**src/rtl/grad_agg_pkg.sv**
```systemverilog
package grad_agg_pkg;
  localparam int WORD_W = 32;
  typedef logic [WORD_W-1:0] word_t;

  // why a first beat is refused (internal decision code)
  typedef enum logic [2:0] {
    DR_NONE,
    DR_NOJOB,
    DR_NOTMEMBER,
    DR_BADBLK,
    DR_DUP,
    DR_FULL
  } drop_e;
endpackage

```
**src/rtl/grad_agg_jobtab.sv**
```systemverilog
module grad_agg_jobtab #(
  parameter int NUM_JOBS = 4,
  parameter int NUM_SRC  = 4,
  parameter int BLK_W    = 3,
  parameter int DEST_W   = 8,
  localparam int JOB_W   = $clog2(NUM_JOBS)
) (
  input  logic              clk,
  input  logic              rst,
  input  logic              cfg_we,
  input  logic              cfg_install,
  input  logic [JOB_W-1:0]  cfg_job,
  input  logic [NUM_SRC-1:0] cfg_mask,
  input  logic [BLK_W:0]    cfg_nblk,
  input  logic [DEST_W-1:0] cfg_dest,
  input  logic [JOB_W-1:0]  lk_job,
  output logic              lk_vld,
  output logic [NUM_SRC-1:0] lk_mask,
  output logic [BLK_W:0]    lk_nblk,
  output logic [DEST_W-1:0] lk_dest
);
  logic [NUM_JOBS-1:0] vld;
  logic [NUM_SRC-1:0]  mask_q [NUM_JOBS];
  logic [BLK_W:0]      nblk_q [NUM_JOBS];
  logic [DEST_W-1:0]   dest_q [NUM_JOBS];

  always_ff @(posedge clk) begin
    if (rst) begin
      vld <= '0;
    end else if (cfg_we) begin
      vld[cfg_job] <= cfg_install;
    end
    if (cfg_we && cfg_install) begin
      mask_q[cfg_job] <= cfg_mask;
      nblk_q[cfg_job] <= cfg_nblk;
      dest_q[cfg_job] <= cfg_dest;
    end
  end

  assign lk_vld  = vld[lk_job];
  assign lk_mask = mask_q[lk_job];
  assign lk_nblk = nblk_q[lk_job];
  assign lk_dest = dest_q[lk_job];
endmodule

```
**src/rtl/grad_agg_bufmem.sv**
```systemverilog
module grad_agg_bufmem
  import grad_agg_pkg::*;
#(
  parameter int AW = 3,
  localparam int DEPTH = 1 << AW
) (
  input  logic          clk,
  input  logic          we,
  input  logic [AW-1:0] waddr,
  input  word_t         wdata,
  input  logic [AW-1:0] ra_addr,
  output word_t         ra_data,
  input  logic [AW-1:0] rb_addr,
  output word_t         rb_data
);
  // small dual-read distributed RAM: read-modify-write port and drain port
  word_t mem [DEPTH];

  always_ff @(posedge clk) begin
    if (we) mem[waddr] <= wdata;
  end

  assign ra_data = mem[ra_addr];
  assign rb_data = mem[rb_addr];
endmodule

```
**src/rtl/grad_agg_emit.sv**
```systemverilog
module grad_agg_emit #(
  parameter int SLOT_W = 1,
  parameter int IDX_W  = 2,
  parameter int CNT_W  = 3,
  parameter int JOB_W  = 2,
  parameter int BLK_W  = 3,
  parameter int DEST_W = 8
) (
  input  logic                    clk,
  input  logic                    rst,
  input  logic                    start,
  input  logic [SLOT_W-1:0]       st_slot,
  input  logic [JOB_W-1:0]        st_job,
  input  logic [BLK_W-1:0]        st_blk,
  input  logic [CNT_W-1:0]        st_cnt,
  input  logic [DEST_W-1:0]       st_dest,
  input  logic                    out_ready,
  output logic                    out_valid,
  output logic [SLOT_W+IDX_W-1:0] rd_addr,
  output logic [JOB_W-1:0]        out_job,
  output logic [BLK_W-1:0]        out_blk,
  output logic [CNT_W-1:0]        out_cnt,
  output logic [DEST_W-1:0]       out_dest,
  output logic                    out_last
);
  logic [SLOT_W-1:0] slot;
  logic [CNT_W-1:0]  idx;

  always_ff @(posedge clk) begin
    if (rst) begin
      out_valid <= 1'b0;
      idx       <= '0;
    end else if (start) begin
      out_valid <= 1'b1;
      idx       <= '0;
      slot      <= st_slot;
      out_job   <= st_job;
      out_blk   <= st_blk;
      out_cnt   <= st_cnt;
      out_dest  <= st_dest;
    end else if (out_valid && out_ready) begin
      if (out_last) out_valid <= 1'b0;
      else          idx <= idx + CNT_W'(1);
    end
  end

  assign out_last = out_valid && (idx == out_cnt - CNT_W'(1));
  assign rd_addr  = {slot, idx[IDX_W-1:0]};
endmodule

```
**src/rtl/grad_agg.sv**
```systemverilog
module grad_agg
  import grad_agg_pkg::*;
#(
  parameter int NUM_SRC  = 4,
  parameter int NUM_JOBS = 4,
  parameter int BLK_W    = 3,
  parameter int MAX_ELEM = 4,
  parameter int NUM_BUF  = 2,
  parameter int DEST_W   = 8,
  parameter int TIMEOUT  = 64,
  parameter int DROP_W   = 16,
  localparam int SRC_W   = $clog2(NUM_SRC),
  localparam int JOB_W   = $clog2(NUM_JOBS),
  localparam int IDX_W   = $clog2(MAX_ELEM),
  localparam int CNT_W   = $clog2(MAX_ELEM + 1),
  localparam int SLOT_W  = $clog2(NUM_BUF),
  localparam int AGE_W   = $clog2(TIMEOUT + 1)
) (
  input  logic               clk,
  input  logic               rst,
  input  logic               cfg_we,
  input  logic               cfg_install,
  input  logic [JOB_W-1:0]   cfg_job,
  input  logic [NUM_SRC-1:0] cfg_mask,
  input  logic [BLK_W:0]     cfg_nblk,
  input  logic [DEST_W-1:0]  cfg_dest,
  input  logic               in_valid,
  output logic               in_ready,
  input  logic [JOB_W-1:0]   in_job,
  input  logic [BLK_W-1:0]   in_blk,
  input  logic [SRC_W-1:0]   in_src,
  input  logic [CNT_W-1:0]   in_cnt,
  input  logic [31:0]        in_data,
  output logic               out_valid,
  input  logic               out_ready,
  output logic [JOB_W-1:0]   out_job,
  output logic [BLK_W-1:0]   out_blk,
  output logic [CNT_W-1:0]   out_cnt,
  output logic [DEST_W-1:0]  out_dest,
  output logic [31:0]        out_data,
  output logic               out_last,
  output logic               to_valid,
  output logic [JOB_W-1:0]   to_job,
  output logic [BLK_W-1:0]   to_blk,
  output logic [NUM_SRC-1:0] to_missing,
  output logic [DROP_W-1:0]  drop_cnt
);
  // job table lookup
  logic               lk_vld;
  logic [NUM_SRC-1:0] lk_mask;
  logic [BLK_W:0]     lk_nblk;
  logic [DEST_W-1:0]  lk_dest;

  grad_agg_jobtab #(.NUM_JOBS(NUM_JOBS), .NUM_SRC(NUM_SRC), .BLK_W(BLK_W), .DEST_W(DEST_W)) u_jobs (
    .clk, .rst, .cfg_we, .cfg_install, .cfg_job, .cfg_mask, .cfg_nblk, .cfg_dest,
    .lk_job(in_job), .lk_vld, .lk_mask, .lk_nblk, .lk_dest
  );

  // open-block slot state
  logic [NUM_BUF-1:0] slot_vld;
  logic [JOB_W-1:0]   slot_job  [NUM_BUF];
  logic [BLK_W-1:0]   slot_blk  [NUM_BUF];
  logic [CNT_W-1:0]   slot_cnt  [NUM_BUF];
  logic [DEST_W-1:0]  slot_dest [NUM_BUF];
  logic [NUM_SRC-1:0] slot_pend [NUM_BUF];
  logic [AGE_W-1:0]   slot_age  [NUM_BUF];

  // packet walk state
  logic [CNT_W-1:0]  pkt_idx;
  logic              pkt_acc, pkt_fresh;
  logic [SLOT_W-1:0] pkt_slot;
  logic [SLOT_W-1:0] scan_ptr;

  logic              emit_busy;
  logic              beat, first, last, acc, fresh, done;
  logic              hit, any_free;
  logic [SLOT_W-1:0] hit_slot, free_slot, cur_slot;
  logic [NUM_SRC-1:0] src_bit, base_pend, new_pend;
  drop_e             reason;
  word_t             acc_rd, wr_data;
  logic [SLOT_W+IDX_W-1:0] wr_addr, rd_addr;

  assign in_ready = !emit_busy;
  assign beat     = in_valid && in_ready;
  assign first    = (pkt_idx == '0);
  assign last     = (pkt_idx == in_cnt - CNT_W'(1));
  assign src_bit  = NUM_SRC'(1) << in_src;

  // associative match of open blocks and lowest free slot
  always_comb begin
    hit = 1'b0; hit_slot = '0; any_free = 1'b0; free_slot = '0;
    for (int s = 0; s < NUM_BUF; s++) begin
      if (!hit && slot_vld[s] && slot_job[s] == in_job && slot_blk[s] == in_blk) begin
        hit = 1'b1; hit_slot = SLOT_W'(s);
      end
      if (!any_free && !slot_vld[s]) begin
        any_free = 1'b1; free_slot = SLOT_W'(s);
      end
    end
  end

  always_comb begin
    if (!lk_vld)                                  reason = DR_NOJOB;
    else if ((lk_mask & src_bit) == '0)           reason = DR_NOTMEMBER;
    else if ({1'b0, in_blk} >= lk_nblk)           reason = DR_BADBLK;
    else if (hit && (slot_pend[hit_slot] & src_bit) == '0) reason = DR_DUP;
    else if (!hit && !any_free)                   reason = DR_FULL;
    else                                          reason = DR_NONE;
  end

  always_comb begin
    if (first) begin
      acc       = (reason == DR_NONE);
      fresh     = !hit;
      cur_slot  = hit ? hit_slot : free_slot;
      base_pend = hit ? slot_pend[hit_slot] : lk_mask;
    end else begin
      acc       = pkt_acc;
      fresh     = pkt_fresh;
      cur_slot  = pkt_slot;
      base_pend = slot_pend[pkt_slot];
    end
  end

  assign new_pend = base_pend & ~src_bit;
  assign done     = beat && acc && last && (new_pend == '0);
  assign wr_addr  = {cur_slot, pkt_idx[IDX_W-1:0]};
  assign wr_data  = fresh ? in_data : acc_rd + in_data;

  grad_agg_bufmem #(.AW(SLOT_W + IDX_W)) u_mem (
    .clk, .we(beat && acc), .waddr(wr_addr), .wdata(wr_data),
    .ra_addr(wr_addr), .ra_data(acc_rd), .rb_addr(rd_addr), .rb_data(out_data)
  );

  grad_agg_emit #(.SLOT_W(SLOT_W), .IDX_W(IDX_W), .CNT_W(CNT_W), .JOB_W(JOB_W),
                  .BLK_W(BLK_W), .DEST_W(DEST_W)) u_emit (
    .clk, .rst, .start(done), .st_slot(cur_slot), .st_job(in_job), .st_blk(in_blk),
    .st_cnt((first && fresh) ? in_cnt : slot_cnt[cur_slot]),
    .st_dest((first && fresh) ? lk_dest : slot_dest[cur_slot]),
    .out_ready, .out_valid(emit_busy), .rd_addr, .out_job, .out_blk, .out_cnt,
    .out_dest, .out_last
  );
  assign out_valid = emit_busy;

  always_ff @(posedge clk) begin
    if (rst) begin
      slot_vld <= '0;
      pkt_idx  <= '0;
      pkt_acc  <= 1'b0;
      drop_cnt <= '0;
      to_valid <= 1'b0;
      scan_ptr <= '0;
    end else begin
      to_valid <= 1'b0;
      for (int s = 0; s < NUM_BUF; s++)
        if (slot_vld[s] && slot_age[s] < AGE_W'(TIMEOUT)) slot_age[s] <= slot_age[s] + AGE_W'(1);
      scan_ptr <= (scan_ptr == SLOT_W'(NUM_BUF - 1)) ? '0 : scan_ptr + SLOT_W'(1);
      if (beat) begin
        pkt_idx <= last ? '0 : pkt_idx + CNT_W'(1);
        if (first) begin
          pkt_acc   <= acc;
          pkt_fresh <= fresh;
          pkt_slot  <= cur_slot;
          if (!acc) drop_cnt <= drop_cnt + DROP_W'(1);
        end
        if (acc) begin
          slot_vld[cur_slot]  <= !done;
          slot_pend[cur_slot] <= last ? new_pend : base_pend;
          slot_age[cur_slot]  <= '0;
          if (first && fresh) begin
            slot_job[cur_slot]  <= in_job;
            slot_blk[cur_slot]  <= in_blk;
            slot_cnt[cur_slot]  <= in_cnt;
            slot_dest[cur_slot] <= lk_dest;
          end
        end
      end else if (pkt_idx == '0 && slot_vld[scan_ptr] && slot_age[scan_ptr] >= AGE_W'(TIMEOUT)) begin
        slot_vld[scan_ptr] <= 1'b0;
        to_valid   <= 1'b1;
        to_job     <= slot_job[scan_ptr];
        to_blk     <= slot_blk[scan_ptr];
        to_missing <= slot_pend[scan_ptr];
      end
    end
  end
endmodule

```
**config.mk**
```make
export PLATFORM = sky130hd
export DESIGN_NAME = grad_agg
export DESIGN_NICKNAME = d
export VERILOG_FILES = /design/src/rtl/grad_agg_pkg.sv /design/src/rtl/grad_agg_jobtab.sv /design/src/rtl/grad_agg_bufmem.sv /design/src/rtl/grad_agg_emit.sv /design/src/rtl/grad_agg.sv
export SDC_FILE = /design/constraint.sdc
export NUM_CORES = 1
export LEC_CHECK = 0
export BUFFER_PORTS_ARGS = -buffer_cell sky130_fd_sc_hd__buf_2
export CAP_MARGIN = 20
export CORE_MARGIN = 2
export CORE_UTILIZATION = 50
export CTS_CLUSTER_DIAMETER = 30
export DETAILED_ROUTE_END_ITERATION = 16
export PLACE_DENSITY = 0.7
export SLEW_MARGIN = 20
export SYNTH_ARGS = -nofsm -noshare
export SYNTH_HDL_FRONTEND = slang
export SYNTH_HIERARCHICAL = 1
export SYNTH_SLANG_ARGS = --single-unit
```
**constraint.sdc**
```tcl
create_clock -name clk -period 7.6 [get_ports clk]
set_clock_uncertainty 0.2 [all_clocks]
set_input_delay 0.38 -clock clk [delete_from_list [all_inputs] [get_ports clk]]
set_output_delay 0.38 -clock clk [all_outputs]
set_load 0.1 [all_outputs]
```
==> flow_metrics.env, run 1 <==
export IMPL_outcome="complete, no violations"
export IMPL_num_rows=76
export IMPL_p_total_w=0.00749
export IMPL_die_h_um=212
export IMPL_grt_use_total_pct=22.9
export IMPL_drt_iter0_drc=1033
export IMPL_drt_vias_per_instance=5.93
export IMPL_hold_path_class="in2reg"
export IMPL_worst_ep_arrival_time_ns=6.11
export IMPL_synth_area_per_cell_um2=15.9
export IMPL_clk_pin_slew_worst_paths_ns=0.05
export IMPL_p_leak_nw=9.43
export IMPL_ir_drop_v=0.000223
export IMPL_max_cap_viol_count=0
export IMPL_die_w_um=212
export IMPL_final_min_clock_period_ns=6.04
export IMPL_ys_seq_area_share_pct=58.2
export IMPL_initial_core_util_pct=50.5
export IMPL_synth_main_ff_cell="edfxtp_1"
export IMPL_ios=143
export IMPL_area_growth_pct=22.5
export IMPL_postRouteAntennaNets=0
export IMPL_swShare_pct=23.7
export IMPL_detail_route_wl_per_cell_um=22.4
export IMPL_syn_inst=1360
export IMPL_fmax_mhz=166
export IMPL_async_flop_share_pct=0
export IMPL_synth_area_um2=21600
export IMPL_yosys_area_top_type_share_pct=53.8
export IMPL_routed_wl_um=50400
export IMPL_grt_antenna_before_repair=0
export IMPL_gp_congestion=0.885
export IMPL_yosysMostFrequentCell="edfxtp_1"
export IMPL_grt_pass1_vias=13600
export IMPL_syn_nets=1469
export IMPL_setup_worst_path_start_class="register"
export IMPL_grt_overflow=0
export IMPL_clkPwrFrac_pct=54.5
export IMPL_htree_levels=3
export IMPL_yosys_top_cells_area="edfxtp_1, mux4_1, mux4_2"
export IMPL_synth_edff_count=388
export IMPL_ys_types=79
export IMPL_drcViolationCount=0
export IMPL_cts_sinks=435
export IMPL_postCtsResizedCells=0
export IMPL_cts_max_path_buffers=3
export IMPL_critPathCaptureType="register"
export IMPL_drive_above_1_share_pct=29.8
export IMPL_core_area_um2=42900
export IMPL_clk_latency_ns=0.63
export IMPL_layout_nets=1695
export IMPL_drt_pass1_iterations=7
export IMPL_netSwitchingPower_w=0.00178
export IMPL_vias=13300
export IMPL_grt_pass1_wl_um=77100
export IMPL_cts_root_buf="clkbuf_16"
export IMPL_tightestPinTransition_ns=1.12
export IMPL_slew_headroom_pct=24.9
export IMPL_synth_seq_cells=435
export IMPL_hpwl_um=30700
export IMPL_combPwrFrac_pct=9.1
export IMPL_power_frac_seq_pct=36.4
export IMPL_io_buffers=142
export IMPL_critPathKind="reg2reg"
export IMPL_timing_final_hold_violations=0
export IMPL_setup_viol=0
export IMPL_grt_max_degree=86
export IMPL_pwr_density_cell_nw_per_um2=283
export IMPL_fin_crit_sh_pct=79.4
export IMPL_antenna_cells=0
export IMPL_p_int_w=0.00571
export IMPL_required_ns=7.67
export IMPL_ys_top_cells_by_count="edfxtp_1, mux4_1, nand2_1, nor2_1, mux2_2"
export IMPL_worstPathMaxFanout=85
export IMPL_cts_buffers=90
export IMPL_cts_tree="yes"
export IMPL_final_setup_tns_ns=0
export IMPL_yosysTopAreaCell="edfxtp_1"
export IMPL_report_final_slew_viol_count=0
export IMPL_yosysWarnings=6
export IMPL_die_area_um2=45000
export IMPL_rsz0062_at_grt="false"
==> flip-flops by register name, summed over array words and instances (netlist names), 4 cells and up, named ones only <==
name	flops
u_jobs/nblk_q	16
slot_blk	6
u_mem/mem	256
to_missing	4
u_jobs/dest_q	32
drop_cnt	16
u_jobs/mask_q	16
slot_job	4
slot_dest	16
slot_age	14
slot_cnt	6
slot_pend	8
u_jobs/vld	4
u_emit/out_dest	8
==> power by group through the flow <==
stage | sequential, W | combinational [W] | clock (W)
6_report | 0.00273 | 0.000685 | 0.00408
5_1_grt | 0.00273 | 0.000753 | 0.00425
4_1_cts | 0.00273 | 0.000680 | 0.00412
3_3_place_gp | 0.00277 | 0.000647 | 0
3_5_place_dp | 0.00277 | 0.000663 | 0
2_1_floorplan | 0.00277 | 0.000490 | 0
==> kinds of logic after synthesis <==
kind of cell | synth area share (%)
DFF | 58.2
and+or+nand+nor | 6.97
muxes | 21.8
AOI/OAI and AO/OA | 5.72
buffers and inverters | 2.34
xor gates and xnor gates | 2.46
adders and majority gates | 2.52
==> metrics by stage <==
step	cells	hold WS, ns	instance area, um^2	util, %	setup slack (ns)
6_report	2246	0.0614	26500	61.8	1.56
5_1_grt	2246	0.0683	26500	61.8	1.10
4_1_cts	2246	0.0356	26500	61.8	1.60
3_5_place_dp	2047	0.254	23000	53.6	1.67
3_3_place_gp	2047	0.261	23000	53.6	1.82
2_1_floorplan	1360	0.237	21600	-	2.08
==> worst max-delay path, cell delays in order, from the launching register on <==
cell and delay (ns):
dfxtp_4 0.82, inv_1 0.11, ha_1 0.24, nand2b_1 0.23
nand2_1 0.15, o21ai_4 0.09, buf_12 0.41, mux4_2 0.40
mux2_2 0.29, ha_1 0.33, o21ai_0 0.13, o21ai_0 0.33
nand4_1 0.24, a21oi_1 0.35, o2111ai_1 0.20, and3_1 0.23
xnor2_1 0.14, o21ai_0 0.66
==> cells in the final DEF, fill, tap and decap left out, types with 14 or more instances in the layout <==
master	Yosys	layout
edfxtp_1	388	388
buf_2	11	142
clkbuf_16	0	91
mux4_1	88	88
nand2_1	87	87
mux2_2	75	75
nor2_1	82	73
mux4_2	60	60
o21ai_0	55	55
dfxtp_1	47	43
ha_1	42	42
a21oi_1	40	40
dlygate4sd3_1	0	32
inv_1	30	30
xnor2_1	29	29
xor2_1	29	29
nand3_1	21	21
mux2i_1	21	21
buf_4	4	20
nand2b_1	15	15
bufinv_16	0	14
==> cell type report <==
type                            instances  area, um^2
Tap cell                              585         732
Fill cell                            3035       16400
Clock buffer                          102        2360
Timing Repair Buffer                  196        1220
Multi-Input combinational cell        832        8620
Clock inverter                         65         858
Sequential cell                       435       12600
Inverter                               31         116
==> per-layer routing <==
| layer | part of all wire (%) | GRT usage, % | wire, um | up-vias |
|---|---|---|---|---|
| met5 | 0 | 0 | 0 | - |
| met4 | 2.6 | 9.15 | 1320 | 0 |
| met3 | 6.4 | 4.58 | 3210 | 98 |
| met2 | 50 | 37.7 | 25000 | 487 |
| met1 | 41 | 30.0 | 20900 | 6717 |
| li1 | - | - | - | 6010 |
==> repair_timing <==
item | in CTS | in global routing
hold buffers | 32 | 0
setup buffers | 0 | 0
hold endpoints to repair | 92 | 0
endpoints found under the setup margin | 0 | 0
==> final timing paths <==
kind,cells after the start,endpoint,slack [ns],start
worst max-delay path,17,u_mem/mem[4][27],1.56,pkt_idx[0]
worst min-delay path,3,u_mem/mem[0][28],0.06,in_data[28]
worst max register to register,17,u_mem/mem[4][27],1.56,pkt_idx[0]
worst min register to register,2,pkt_acc,0.27,pkt_acc
(Power assumes the default switching activity.)
==> inputs of run 2 (changes only) <==
--- a/config.mk
+++ b/config.mk
@@ -11,7 +11,7 @@
 export CORE_UTILIZATION = 50
 export CTS_CLUSTER_DIAMETER = 30
 export DETAILED_ROUTE_END_ITERATION = 16
-export PLACE_DENSITY = 0.7
+export PLACE_DENSITY = 0.72
 export SLEW_MARGIN = 20
 export SYNTH_ARGS = -nofsm -noshare
 export SYNTH_HDL_FRONTEND = slang
==> constraint.sdc (replaced) <==
create_clock -name clk -period 5 [get_ports clk]
set_clock_uncertainty 0.2 [all_clocks]
set_input_delay 0.25 -clock clk [delete_from_list [all_inputs] [get_ports clk]]
set_output_delay 0.25 -clock clk [all_outputs]
set_load 0.1 [all_outputs]
==> flow_metrics.env, run 2 (synthesis results as in run 1) <==
export IMPL_layout_cells_non_filler=2338
export IMPL_drt_pass1_iterations=5
export IMPL_min_path_cells=3
export IMPL_design_area_um2=27300
export IMPL_die_w_um=212
export IMPL_finish_utilization_pct=63.7
export IMPL_multiInputGateArea_um2=8800
export IMPL_cts_root_buf="clkbuf_16"
export IMPL_netSwitchingPower_w=0.00270
export IMPL_postPlaceCellArea_um2=23500
export IMPL_clk_pin_slew_worst_paths_ns=0.05
export IMPL_largest_reg_flops=256
export IMPL_p_int_w=0.00836
export IMPL_setup_worst_path_start_class="register"
export IMPL_crit_slowest_cell="edfxtp_1"
export IMPL_critPathCaptureType="register"
export IMPL_io_buffers=142
export IMPL_ff2ff_path_depth=18
export IMPL_ir_drop_v=0.000341
export IMPL_routed_wl_um=52100
export IMPL_required_ns=5.05
export IMPL_layout_nets=1787
export IMPL_cts_sinks=435
export IMPL_power_frac_seq_pct=37.3
export IMPL_grt_pass1_wl_um=78400
export IMPL_die_area_um2=45000
export IMPL_area_growth_pct=26.3
export IMPL_worst_ep_arrival_time_ns=4.97
export IMPL_die_h_um=212
export IMPL_worstPathMaxFanout=8
export IMPL_postRouteAntennaNets=0
export IMPL_drive_above_1_share_pct=33.8
export IMPL_tightestPinTransition_ns=1.06
export IMPL_setup_viol=0
export IMPL_slew_headroom_pct=28.5
export IMPL_gp_congestion=0.903
export IMPL_clkPwrFrac_pct=51.3
export IMPL_drt_vias_per_instance=5.92
export IMPL_cts_tree="yes"
export IMPL_final_common_cell="edfxtp_1"
export IMPL_vias=13800
export IMPL_drcViolationCount=0
export IMPL_fin_crit_sh_pct=98.4
export IMPL_rsz0062_at_grt="true"
export IMPL_fillers=2975
export IMPL_combPwrFrac_pct=11.3
export IMPL_placed_cells=2109
export IMPL_drt_iter0_drc=1089
export IMPL_critPathKind="reg2reg"
export IMPL_cts_buffers=87
export IMPL_final_cell_mix="edfxtp_1, buf_2, clkbuf_16"
export IMPL_core_area_um2=42900
export IMPL_crit_chain="xor2_1 -> nor3_2 -> and3_4 -> a21oi_2 -> o21ai_4 -> buf_12 -> buf_12 -> mux4_1 -> mux2_2 -> ha_1 -> nor2b_2 -> o31a_1 -> o211ai_1 -> a21oi_2 -> o211ai_1 -> and4_1 -> nor4_2 -> nand3b_1"
export IMPL_grt_max_degree=74
export IMPL_detail_route_wl_per_cell_um=22.3
export IMPL_cts_max_path_buffers=3
export IMPL_reg_top3="u_mem/mem: 256 flops, u_jobs/dest_q: 32 flops"
export IMPL_outcome="complete, no violations"
export IMPL_ios=143
export IMPL_initial_core_util_pct=50.5
export IMPL_htree_levels=3
export IMPL_final_min_clock_period_ns=4.92
export IMPL_max_cap_viol_count=0
export IMPL_grt_pass1_vias=14300
export IMPL_seq_area_um2=12600
export IMPL_p_total_w=0.0111
export IMPL_grt_antenna_before_repair=2
export IMPL_hold_path_class="in2reg"
export IMPL_swShare_pct=24.4
export IMPL_regMostFlops="u_mem/mem"
export IMPL_critPathMaxStageDelay_ns=0.41
export IMPL_num_rows=76
export IMPL_hpwl_um=32100
export IMPL_report_final_slew_viol_count=0
export IMPL_final_setup_tns_ns=0
export IMPL_pwr_density_cell_nw_per_um2=405
export IMPL_clk_latency_ns=0.62
export IMPL_fmax_mhz=203
export IMPL_grt_overflow=0
export IMPL_grt_use_total_pct=23.2
export IMPL_timing_final_hold_violations=0
export IMPL_p_leak_nw=9.81
## run 2: cell types whose count changed in the layout (fill, tap and decap cells not counted), sizes merged
cell,previous run,this run
clkbuf,102,99
dlygate4sd3,32,55
clkinvlp,10,13
clkinv,27,33
inv,45,42
diode,0,1
bufinv,14,9
buf,164,234
## run 2: worst max-delay path: cells and delay by family, from the launching register on
family                     cells  cell delay [ns]
AOI/OAI and AO/OA              6             1.30
xor gates and xnor gates       1             0.17
adders and majority gates      1             0.34
buffers and inverters          2             0.27
DFF                            1             0.41
muxes                          2             0.54
and+or+nand+nor                6             1.34
## run 2: final timing paths
| kind | startpoint | slack (ns) | endpoint |
|---|---|---|---|
| setup / recovery | slot_job[1][1] | 0.08 | u_mem/mem[0][30] |
| setup reg to reg | slot_job[1][1] | 0.08 | u_mem/mem[0][30] |
| hold reg to reg | pkt_acc | 0.26 | pkt_acc |
| hold / removal | in_data[11] | 0.01 | u_mem/mem[3][11] |
## run 2: routing by layer
metal  vias up  track usage, %  part of all wire (%)
met2       568            38.8                    50
met4         2            9.52                   2.7
met5         -               0                 0.017
met3        98            4.55                   6.8
met1      6985            29.9                    41
li1       6190               -                     -
## run 2: stage by stage
step | setup WS (ns) | hold slack [ns]
after floorplan | 0.0310 | 0.122
after global placement | -0.0346 | 0.245
after detailed placement | -0.162 | 0.256
after CTS | 0.000768 | 0.000800
after global routing | -0.125 | 0.0145
final | 0.0807 | 0.0114
## run 2: cell type report
type,instances,area share [%]
diodes,1,0.00915
clock buffers,97,8.14
clock inverters,66,2.65
inverters,31,0.426
multi-input cells,832,32.2
flip-flops and latches,435,46.1
well taps,585,2.68
repair buffers,291,7.81
## run 2: what timing repair did
item | in CTS | in global routing
cloned | 0 | 2
hold buffers | 50 | 5
endpoints found under the hold margin | 208 | 40
resized for setup | 12 | 45
setup buffers | 1 | 7
setup endpoints to repair | 80 | 184
pin swaps | 0 | 21
## run 2: power by group through the flow
| stage | combinational (W) | clock [W] | sequential [W] |
|---|---|---|---|
| floorplan | 0.000748 | 0 | 0.00421 |
| global placement | 0.00109 | 0 | 0.00419 |
| detailed placement | 0.00112 | 0 | 0.00419 |
| CTS | 0.00117 | 0.00575 | 0.00413 |
| global route | 0.00136 | 0.00594 | 0.00413 |
| finish | 0.00125 | 0.00568 | 0.00413 |
